$ cat src/rtl/ssp_regfile.sv
module ssp_regfile #(
  parameter int DW    = 16,
  parameter int DEPTH = 8,
  parameter int AW    = 5
) (
  input  logic          clk,
  input  logic          rst_n,
  input  logic          wr_en,
  input  logic          rd_en,
  input  logic [AW-1:0] addr,
  input  logic          wide,
  input  logic [DW-1:0] wdata,
  output logic [DW-1:0] rdata,
  output logic [DW-1:0] frame_cfg,
  output logic [7:0]    clk_prescale,
  output logic          port_en,
  output logic          tx_valid,
  output logic [DW-1:0] tx_data,
  input  logic          tx_pop,
  input  logic          rx_push,
  input  logic [DW-1:0] rx_data,
  input  logic          eng_busy,
  input  logic          ser_out,
  input  logic          ser_ext,
  output logic          ser_in,
  output logic          irq
);
  localparam int PW = $clog2(DEPTH);
  localparam int CW = $clog2(DEPTH + 1);
  localparam logic [CW-1:0] FULLC = CW'(DEPTH);
  localparam logic [CW-1:0] HALF  = CW'(DEPTH / 2);

  localparam logic [2:0] A_FMT = 3'd0, A_CTL = 3'd1, A_DAT = 3'd2,
                         A_STA = 3'd3, A_PSC = 3'd4, A_IID = 3'd5;

  logic [2:0] sel;
  assign sel = addr[4:2];
  wire unused_lsb = &{1'b0, addr[1:0]};

  logic [6:0] ctl;
  logic       ror_flag;

  logic [DW-1:0] txq [DEPTH];
  logic [DW-1:0] rxq [DEPTH];
  logic [PW-1:0] tx_wp, tx_rp, rx_wp, rx_rp;
  logic [CW-1:0] tx_cnt, rx_cnt;

  assign port_en = ctl[4];

  logic tx_full, tx_empty, rx_full, rx_empty;
  assign tx_full  = tx_cnt == FULLC;
  assign tx_empty = tx_cnt == '0;
  assign rx_full  = rx_cnt == FULLC;
  assign rx_empty = rx_cnt == '0;

  logic tx_in, tx_out, rx_in, rx_out, ovr_evt, iid_wr;
  assign tx_in   = wr_en && sel == A_DAT && !tx_full;
  assign tx_out  = tx_pop && port_en && !tx_empty;
  assign rx_in   = rx_push && port_en && !rx_full;
  assign ovr_evt = rx_push && port_en && rx_full;
  assign rx_out  = rd_en && sel == A_DAT && !rx_empty;
  assign iid_wr  = wr_en && sel == A_IID;

  logic [DW-1:0] wnarrow;
  assign wnarrow = wide ? wdata : {{(DW-8){1'b0}}, wdata[7:0]};

  always_ff @(posedge clk) begin
    if (!rst_n) begin
      frame_cfg    <= '0;
      clk_prescale <= '0;
      ctl          <= '0;
    end else if (wr_en) begin
      case (sel)
        A_FMT: frame_cfg    <= wdata;
        A_CTL: ctl          <= wdata[6:0];
        A_PSC: clk_prescale <= wdata[7:0];
        default: ;
      endcase
    end
  end

  always_ff @(posedge clk) begin
    if (!rst_n)       ror_flag <= 1'b0;
    else if (ovr_evt) ror_flag <= 1'b1;
    else if (iid_wr)  ror_flag <= 1'b0;
  end

  always_ff @(posedge clk) begin
    if (!rst_n) begin
      tx_wp <= '0; tx_rp <= '0; tx_cnt <= '0;
    end else begin
      if (tx_in) begin
        txq[tx_wp] <= wnarrow;
        tx_wp <= tx_wp + 1'b1;
      end
      if (tx_out) tx_rp <= tx_rp + 1'b1;
      tx_cnt <= tx_cnt + CW'(tx_in) - CW'(tx_out);
    end
  end

  always_ff @(posedge clk) begin
    if (!rst_n) begin
      rx_wp <= '0; rx_rp <= '0; rx_cnt <= '0;
    end else begin
      if (rx_in) begin
        rxq[rx_wp] <= rx_data;
        rx_wp <= rx_wp + 1'b1;
      end
      if (rx_out) rx_rp <= rx_rp + 1'b1;
      rx_cnt <= rx_cnt + CW'(rx_in) - CW'(rx_out);
    end
  end

  assign tx_valid = port_en && !tx_empty;
  assign tx_data  = txq[tx_rp];
  assign ser_in   = ctl[3] ? ser_out : ser_ext;

  logic [2:0] iid;
  assign iid[0] = ctl[0] && rx_cnt >= HALF;
  assign iid[1] = ctl[1] && tx_cnt <= HALF;
  assign iid[2] = ctl[2] && ror_flag;
  assign irq    = |iid;

  logic busy;
  assign busy = port_en && (!tx_empty || eng_busy);

  logic [DW-1:0] rx_head;
  assign rx_head = rx_empty ? '0 :
                   wide ? rxq[rx_rp] : {{(DW-8){1'b0}}, rxq[rx_rp][7:0]};

  always_comb begin
    case (sel)
      A_FMT:   rdata = frame_cfg;
      A_CTL:   rdata = {{(DW-7){1'b0}}, ctl};
      A_DAT:   rdata = rx_head;
      A_STA:   rdata = {{(DW-5){1'b0}}, busy, rx_full, !rx_empty, !tx_full, tx_empty};
      A_PSC:   rdata = {{(DW-8){1'b0}}, clk_prescale};
      A_IID:   rdata = {{(DW-3){1'b0}}, iid};
      default: rdata = '0;
    endcase
  end
endmodule

$ cat config.mk
export PLATFORM = sky130hd
export DESIGN_NAME = ssp_regfile
export DESIGN_NICKNAME = d
export VERILOG_FILES = /design/src/rtl/ssp_regfile.sv
export SDC_FILE = /design/constraint.sdc
export NUM_CORES = 1
export LEC_CHECK = 0
export BUFFER_PORTS_ARGS = -buffer_cell sky130_fd_sc_hd__clkbuf_2
export CAP_MARGIN = 30
export CORE_MARGIN = 10
export CORE_UTILIZATION = 60
export CTS_CLUSTER_DIAMETER = 150
export DETAILED_ROUTE_END_ITERATION = 8
export GPL_TIMING_DRIVEN = 0
export MAX_ROUTING_LAYER = met4
export PLACE_DENSITY = 0.79
export SYNTH_ARGS = -nofsm -noshare
export SYNTH_HDL_FRONTEND = slang
export SYNTH_SLANG_ARGS = --single-unit
$ cat constraint.sdc
create_clock -name clk -period 7.6 [get_ports clk]
set_input_delay 2.28 -clock clk [delete_from_list [all_inputs] [get_ports clk]]
set_output_delay 2.28 -clock clk [all_outputs]
set_load 0.02 [all_outputs]
-- Yosys cells after proc, flatten, opt, wreduce, memory -nomap -nowiden
Memory sizes are Yosys's and may differ from the RTL's. A register that Yosys moved wholly into a read port is not among the register bits.
Index checks and enable logic that the tools add are counted.
- $add $sub $neg: 8
- order comparisons: 2
- equality and inequality tests: 7
- multiplexer cells: 17
- reductions and logical operators: 28
- operators by type and width (cell ; count):
    one-hot mux 16 bit (6 select lines) ; 1
    2-to-1 mux 16 bit ; 3
    logical AND 1 bit ; 15
    adder 3 x 1 -> 3 bit, second input constant ; 4
    2-to-1 mux 3 bit ; 4
    2-to-1 mux 1 bit ; 9
    adder 4 x 1 -> 4 bit ; 2
    equality test 4 bit, second input constant ; 2
    zero test 4 bit ; 2
    subtractor 4 x 1 -> 4 bit ; 2
    equality test 3 x 2 -> 1 bit, second input constant ; 2
    equality test 3 bit, second input constant ; 2
    AND reduction 2 bit ; 3
    >= comparator 4 x 3 -> 1 bit, second input constant ; 1
    less-or-equal comparator 4 x 3 -> 1 bit, second input constant ; 1
    zero test 1 bit ; 4
    equality test 3 x 1 -> 1 bit, second input constant ; 1
    zero test 3 bit ; 1
    OR reduction 3 bit ; 1
    nonzero test 2 bit ; 1
    logical OR 1 bit ; 1
- flip-flop bits (word level): 52
- memory bits (writable): 256
- input bits: 47
- output and inout port bits: 60
- word-level logic and storage cells: 74
- memories kept: 2
- memories (memory ; depth ; width ; rd ports ; clocked after Yosys merged registers in ; wr ports ; line ; text):
    rxq ; 8 ; 16 ; 1 ; 1 ; 1 ; 44 ; logic [DW-1:0] rxq [DEPTH];
    txq ; 8 ; 16 ; 1 ; 1 ; 1 ; 43 ; logic [DW-1:0] txq [DEPTH];

-- Depth between registers and ports, before layout
Gate-level depths: netlist of run 1.
- depth in word-level cells: 6
- mapped depth: 12
- gate-level depth less buffers: 12

-- Worst setup path before layout of run 1
No wires, ideal clock.
- kind: in2out
- from: input port addr[4]
- to: output port rdata[2]
- arrival: 3.480 ns
- data required time: 5.320 ns
- setup slack: 1.840 ns
- cell stages on the path: 5
- buffers on the path: 2
- cell sequence: buf_2 > buf_2 > a211oi_1 > a211o_1 > a32oi_1
- longest elaborated chain between the ends: 2
- elaborated cells on any way between the ends: 7
- those cells by class: 5 x eq/ne; 1 x mux; 1 x reduce/logical
- RTL lines (what ; line ; text):
    from (decl) ; 10 ; input logic [AW-1:0] addr,
    equality test 3 bit, or another cell as far along ; 132 ; case (sel)
    one-hot mux 16 bit (6 select lines) (*) ; 132 ;
    to (decl) ; 13 ; output logic [DW-1:0] rdata,
Every way passes the cells marked *; elsewhere a longest branch is shown, timed or not.

-- Worst setup path after layout of run 1
- from: input port addr[3]
- to: output port rdata[4]
Same word-level chain as after synthesis.

==> results.toml, run 1 <==
[timing]
skew_ns = 0.00945
worst-slew-pin-transition_ns = 0.889
setup_slack_ns = 1.16
setup_viol = 0
max_freq_mhz = 155
fin_tns_setup_ns = 0
min_period_ns = 6.44
maxSlewHeadroom_pct = 40.4
period_share_pct = 84.7
rsz0062_at_grt = "false"
slew_viol_final = 0
hold_violations = 0

[critical_path]
cp.required_ns = 5.32
crit_chain = "clkbuf_2, buf_4, inv_1, o311ai_0, o21ai_0, a221o_1, clkbuf_2"
path_class = "in2out"
cp_slowest_stage_delay_ns = 0.57
critPathSlowestCell = "o311ai_0"
critPathLaunchType = "input port"
rrSetupSlack_ns = 4.78
endpoint_kind = "output port"
r2r_end = "rx_cnt[2]"
crit_family = "compound AO/OA/AOI/OAI gates"
crit_fanout = 10
crit_top_cell = "clkbuf_2"
crit_buf_inv = 4
worstPathArrival_ns = 4.16
r2r_start = "rx_cnt[2]"
rr_worst_depth = 12

[power]
switchingPower_mw = 0.696
cellPowerDensity_nw_per_um2 = 231
seq_power_share_pct = 55.4
comb_power_share_pct = 4.7
leakage_nw = 5.03
clkPwrFrac_pct = 39.9
swShare_pct = 20.6
intPower_mw = 2.68
vdd_drop_max_uv = 213

[yosys]
netlist_area_um2 = 12700
syn_nets = 792
ys_types = 51
synth.avg_cell_area_um2 = 17.4
ys_warn_count = 0
ys_seq_area_share_pct = 69.9
synth-edff-count = 256
synthCells = 726
synth-async-reset-ratio_pct = 0
synthFlopType = "edfxtp_1"
ys_ff_latch = 314

[global_routing]
gr-total-overflow = 0
grt_usage_pct = 22.1
grt_pass1_wl_mm = 44.5
grt_start_max_net_pins = 16
antenna_found_initial = 0
grt_pass1_vias = 7557

[cells_and_area]
syn_to_final_growth_pct = 15.8
antennaDiodeCount = 0
nets = 941
design_area_um2 = 14700
drive_above_1_share_pct = 30.8

[clocking]
cts_setup_buffers = 0
cts_root_buf = "clkbuf_16"
cts_buffer_depth = 3
cts_made_buffers = 29
ctsResizeCount = 0
clock_latency_ns = 0.54
cts_tree = "yes"
hold_buffers = 0
cts_sinks = 314
clkTransAtPathRegs_ns = 0.06
htree_levels = 1

[drt]
drc = 0
drt_iter0_markers = 517
wl_mm = 29.0
avgRoutedWirePerCell_um = 24.8
antenna_left = 0
vias = 7108
first_pass_iters = 5
drt-vias-per-instance = 6.06

[die]
die_x_um = 165
rows = 53
coreArea_um2 = 20900
die_area_um2 = 27300
io_pins = 107
initial_core_util_pct = 60.6
chipHeight_um = 165

[status]
status = "finished clean"

[placed_design]
place_hpwl_mm = 20.3
place_ws_ns = 1.32
gp_congestion = 0.937
port_buffers = 102
place_area_um2 = 13800

[min_path]
hold_path_class = "reg2reg"
holdPathEnd = "frame_cfg[8]"
hold_path_depth = 2
hold_start = "frame_cfg[8]"

[flow_run]
max-cap-violations = 0
-- worst max-delay path by stage --
stage / start / to / slack (ns) / depth (start not counted)
floorplan: addr[4] / rdata[2] / 1.84 / 5
global placement: addr[3] / rdata[4] / 1.30 / 7
detailed placement: addr[3] / rdata[4] / 1.32 / 7
CTS: addr[3] / rdata[4] / 1.24 / 7
global route: addr[3] / rdata[4] / 1.14 / 7
finish: addr[3] / rdata[4] / 1.16 / 7
-- cell usage after synthesis, types with 11 or more instances --
library cell | n | area (µm²)
edfxtp_1 | 256 | 7690
mux4_2 | 64 | 1440
dfxtp_1 | 58 | 1160
nand2_1 | 58 | 218
and2_1 | 28 | 175
a21boi_0 | 24 | 180
nor2b_1 | 23 | 144
mux2i_1 | 22 | 220
nor2_1 | 22 | 82.6
mux2_2 | 18 | 203
ha_1 | 17 | 213
inv_1 | 16 | 60.1
a221o_1 | 13 | 130
clkbuf_1 | 13 | 48.8
buf_2 | 11 | 55.1
-- per-stage QoR --
step | power (mW) | hold slack [ns] | instances | util [%]
after floorplan | 2.00 | 0.483 | 726 | -
after global placement | 2.06 | 0.467 | 1103 | 64.7
after detailed placement | 2.07 | 0.470 | 1119 | 66.0
after CTS | 3.39 | 0.486 | 1172 | 70.2
after global routing | 3.47 | 0.517 | 1172 | 70.2
final | 3.38 | 0.482 | 1172 | 70.2
-- placed cells by master (no fill, tap or decap), drive strengths merged, types with 2 or more instances in the layout --
master	netlist	layout
inv	17	17
a21oi	4	4
a221o	13	13
fa	2	2
xor2	5	5
xnor2	6	6
and3	4	4
a211o	2	2
nand3	6	6
o21ai	2	2
and2	28	28
mux2	18	18
a21boi	26	26
a21o	2	2
ha	17	17
nor2	22	22
clkinv	0	5
nand2	58	58
mux4	64	64
buf	20	36
edfxtp	256	256
nor2b	23	23
mux2i	22	22
nand4	4	4
nand2b	5	5
clkbuf	13	160
nor3	5	5
o22ai	3	3
clkinvlp	0	2
dfxtp	58	58
or3b	3	3
nor3b	4	4
nand3b	2	2
a32oi	2	2
-- power by group through the flow --
stage	registers [mW]	logic [mW]	clock network [mW]
detailed placement	1.91	0.157	0
global route	1.87	0.171	1.42
global placement	1.91	0.148	0
finish	1.87	0.158	1.35
CTS	1.87	0.158	1.36
floorplan	1.91	0.0856	0
-- logic make-up after synthesis --
group | share of synthesized area (%)
AO/OA/AOI/OAI | 3.81
XOR/XNOR | 0.761
adder cells (fa/ha/maj) | 2.00
buffers and inverters | 1.96
flip-flops | 69.9
multiplexers | 14.7
AND/OR/NAND/NOR | 6.88
-- metal layers --
metal	track usage [%]	wire length, µm	up-vias
met5	-	0	-
met4	7.05	862	0
met3	3.64	1790	63
met2	38.2	15400	248
met1	26.2	11000	3673
li1	-	-	3124
-- flip-flops by register name, summed over array words and instances (netlist names), named ones only --
| name | cells |
|---|---|
| txq | 128 |
| tx_cnt | 4 |
| rxq | 128 |
| tx_wp | 3 |
| frame_cfg | 16 |
| rx_rp | 3 |
| ror_flag | 1 |
| rx_cnt | 4 |
| tx_rp | 3 |
| ctl | 7 |
| rx_wp | 3 |
| clk_prescale | 8 |
-- layout make-up --
type | instances | area, µm²
well taps | 275 | 344
flip-flops and latches | 314 | 8850
fillers | 1317 | 6220
clock buffers | 45 | 808
repair buffers | 118 | 736
multi-input cells | 362 | 3620
plain buffers | 33 | 184
clock inverters | 8 | 63.8
inverters | 17 | 63.8
-- worst min-delay path, stage by stage (launching register included) --
cell and delay [ns]:
dfxtp_1 0.33, nand2_1 0.06, a21boi_1 0.05
Note: power is estimated with default switching activity, not from simulation.
==> run 2: changes to the inputs <==
--- a/config.mk
+++ b/config.mk
@@ -8,12 +8,12 @@
 export BUFFER_PORTS_ARGS = -buffer_cell sky130_fd_sc_hd__clkbuf_2
 export CAP_MARGIN = 30
 export CORE_MARGIN = 10
-export CORE_UTILIZATION = 60
+export CORE_UTILIZATION = 54
 export CTS_CLUSTER_DIAMETER = 150
 export DETAILED_ROUTE_END_ITERATION = 8
 export GPL_TIMING_DRIVEN = 0
 export MAX_ROUTING_LAYER = met4
-export PLACE_DENSITY = 0.79
+export PLACE_DENSITY = 0.75
 export SYNTH_ARGS = -nofsm -noshare
 export SYNTH_HDL_FRONTEND = slang
 export SYNTH_SLANG_ARGS = --single-unit
==> constraint.sdc (replaced) <==
create_clock -name clk -period 5.5 [get_ports clk]
set_input_delay 1.65 -clock clk [delete_from_list [all_inputs] [get_ports clk]]
set_output_delay 1.65 -clock clk [all_outputs]
set_load 0.02 [all_outputs]
==> run 2 against run 1 <==
Worst hold slack gained 0.0049 ns. First-iteration DRC count grew 27%. Sequential share of layout area shrank 0.62 points. Critical endpoint unchanged. Largest cell class unchanged. Largest power group unchanged.
==> results.toml, run 2 (synthesis gave the netlist of run 1 again) <==
[status]
status = "finished clean"

[timing]
max_freq_mhz = 200
setup_viol = 0
min_period_ns = 5.00
fin_tns_setup_ns = 0
period_share_pct = 90.9
skew_ns = 0.0102
slew_viol_final = 0
maxSlewHeadroom_pct = 32.1
worst-slew-pin-transition_ns = 1.01
rsz0062_at_grt = "false"
hold_violations = 0

[critical_path]
crit_buf_inv = 4
crit_chain = "clkbuf_2, buf_4, inv_1, o311ai_0, o21ai_0, a221o_1, clkbuf_2"
crit_family = "compound AO/OA/AOI/OAI gates"
r2r_end = "rx_cnt[2]"
crit_fanout = 10
r2r_start = "rx_cnt[2]"
critPathSlowestCell = "o311ai_0"
crit_top_cell = "clkbuf_2"
crit_start = "addr[3]"
crit_cells = 7
critPathLaunchType = "input port"
cp_slowest_stage_delay_ns = 0.46
cp.required_ns = 3.85
endpoint_kind = "output port"
rrSetupSlack_ns = 2.75
worstPathArrival_ns = 3.35
rr_worst_depth = 12
crit_end = "rdata[4]"
path_class = "in2out"

[clocking]
cts_root_buf = "clkbuf_16"
htree_levels = 1
ctsResizeCount = 0
hold_buffers = 0
clkTransAtPathRegs_ns = 0.06
cts_made_buffers = 31
cts_sinks = 314
cts_tree = "yes"
cts_buffer_depth = 3
cts_setup_buffers = 0
clock_latency_ns = 0.55

[placed_design]
port_buffers = 102
place_hpwl_mm = 19.5
gp_congestion = 0.866

[drt]
wl_met2_mm = 14.5
top_layer = "met4"
drt_iter0_markers = 659
avgRoutedWirePerCell_um = 22.8
first_pass_iters = 5
wl_met1_mm = 11.1
wl_mm = 27.7
vias = 6914
drt-vias-per-instance = 5.69
dr_wl_met3_mm = 1.47
antenna_left = 0
drc = 0

[cells_and_area]
fill_cells = 1647
final_cell_mix = "edfxtp_1 (256), clkbuf_2 (102), mux4_2 (64), nand2_1 (58), dfxtp_1 (58)"
drive_above_1_share_pct = 31.0
reg_top3 = "rxq: 128 flops, txq: 128 flops, frame_cfg: 16 flops"
syn_to_final_growth_pct = 17.0
nets = 943
final_common_cell = "edfxtp_1"

[flow_run]
max-cap-violations = 0

[power]
power_mw = 4.83
vdd_drop_max_uv = 280
cellPowerDensity_nw_per_um2 = 326
leakage_nw = 5.08

[die]
rows = 55
die_x_um = 173
chipHeight_um = 173
coreArea_um2 = 22800
io_pins = 107
initial_core_util_pct = 55.4
die_area_um2 = 30000

[global_routing]
grt_start_max_net_pins = 15
gr-total-overflow = 0
grt_pass1_vias = 7168
antenna_found_initial = 2
grt_pass1_wl_mm = 43.2
grt_usage_pct = 19.0

[min_path]
hold_path_depth = 2
hold_path_class = "reg2reg"
run 2: cell types whose count changed in the layout (fill, tap and decap cells not counted), moves of 2 or more:
| cell | delta |
|---|---|
| diode_2 | +2 |
| buf_8 | -2 |
| clkbuf_8 | +2 |
| clkbuf_16 | +2 |
| buf_6 | +2 |
| clkbuf_2 | -2 |
| clkinv_4 | +2 |
run 2: worst register-to-register path: cells and delay by family (launching register included):
| kind | cells | cell delay, ns |
|---|---|---|
| adders and majority gates | 3 | 0.77 |
| buffers and inverters | 3 | 0.42 |
| DFF | 1 | 0.31 |
| and+or+nand+nor | 5 | 1.02 |
| xor gates and xnor gates | 1 | 0.13 |
run 2: worst min-delay path by stage:
stage	to	from	slack (ns)
2_1_floorplan	ctl[5]	ctl[5]	0.48
3_3_place_gp	frame_cfg[8]	frame_cfg[8]	0.46
3_5_place_dp	frame_cfg[2]	frame_cfg[2]	0.48
4_1_cts	frame_cfg[2]	frame_cfg[2]	0.49
5_1_grt	frame_cfg[0]	frame_cfg[0]	0.51
6_report	frame_cfg[2]	frame_cfg[2]	0.49
run 2: where the power goes:
group          switching (mW)  leakage, nW  internal (mW)
clock                   0.842        0.475           1.19
sequential            0.00997         2.78           2.58
combinational           0.133         1.83         0.0790
run 2: layout make-up:
class,count,area (µm²),area share (%)
flip-flops and latches,314,8850,59.7
multi-input cells,362,3620,24.4
clock buffers,48,880,5.94
repair buffers,118,728,4.91
well taps,313,392,2.64
plain buffers,33,184,1.24
clock inverters,9,98.8,0.667
inverters,17,63.8,0.431
diodes,2,5.00,0.0338
run 2: layer usage:
metal  global-route usage (%)  vias up
met5                        -        -
met4                     4.81        0
met3                     3.66       53
met2                     32.4      200
met1                     22.9     3535
li1                         -     3126
run 2: stage by stage:
| step | std cells | util, % | cell area (µm²) | hold WS, ns | worst slack (ns) |
|---|---|---|---|---|---|
| after detailed placement | 1157 | 60.5 | 13800 | 0.476 | 0.522 |
| after floorplan | 726 | - | 12700 | 0.483 | 1.00 |
| final | 1216 | 64.9 | 14800 | 0.487 | 0.501 |
| after CTS | 1214 | 64.8 | 14800 | 0.485 | 0.491 |
| after global routing | 1216 | 64.9 | 14800 | 0.513 | 0.434 |
| after global placement | 1141 | 59.4 | 13600 | 0.461 | 0.275 |
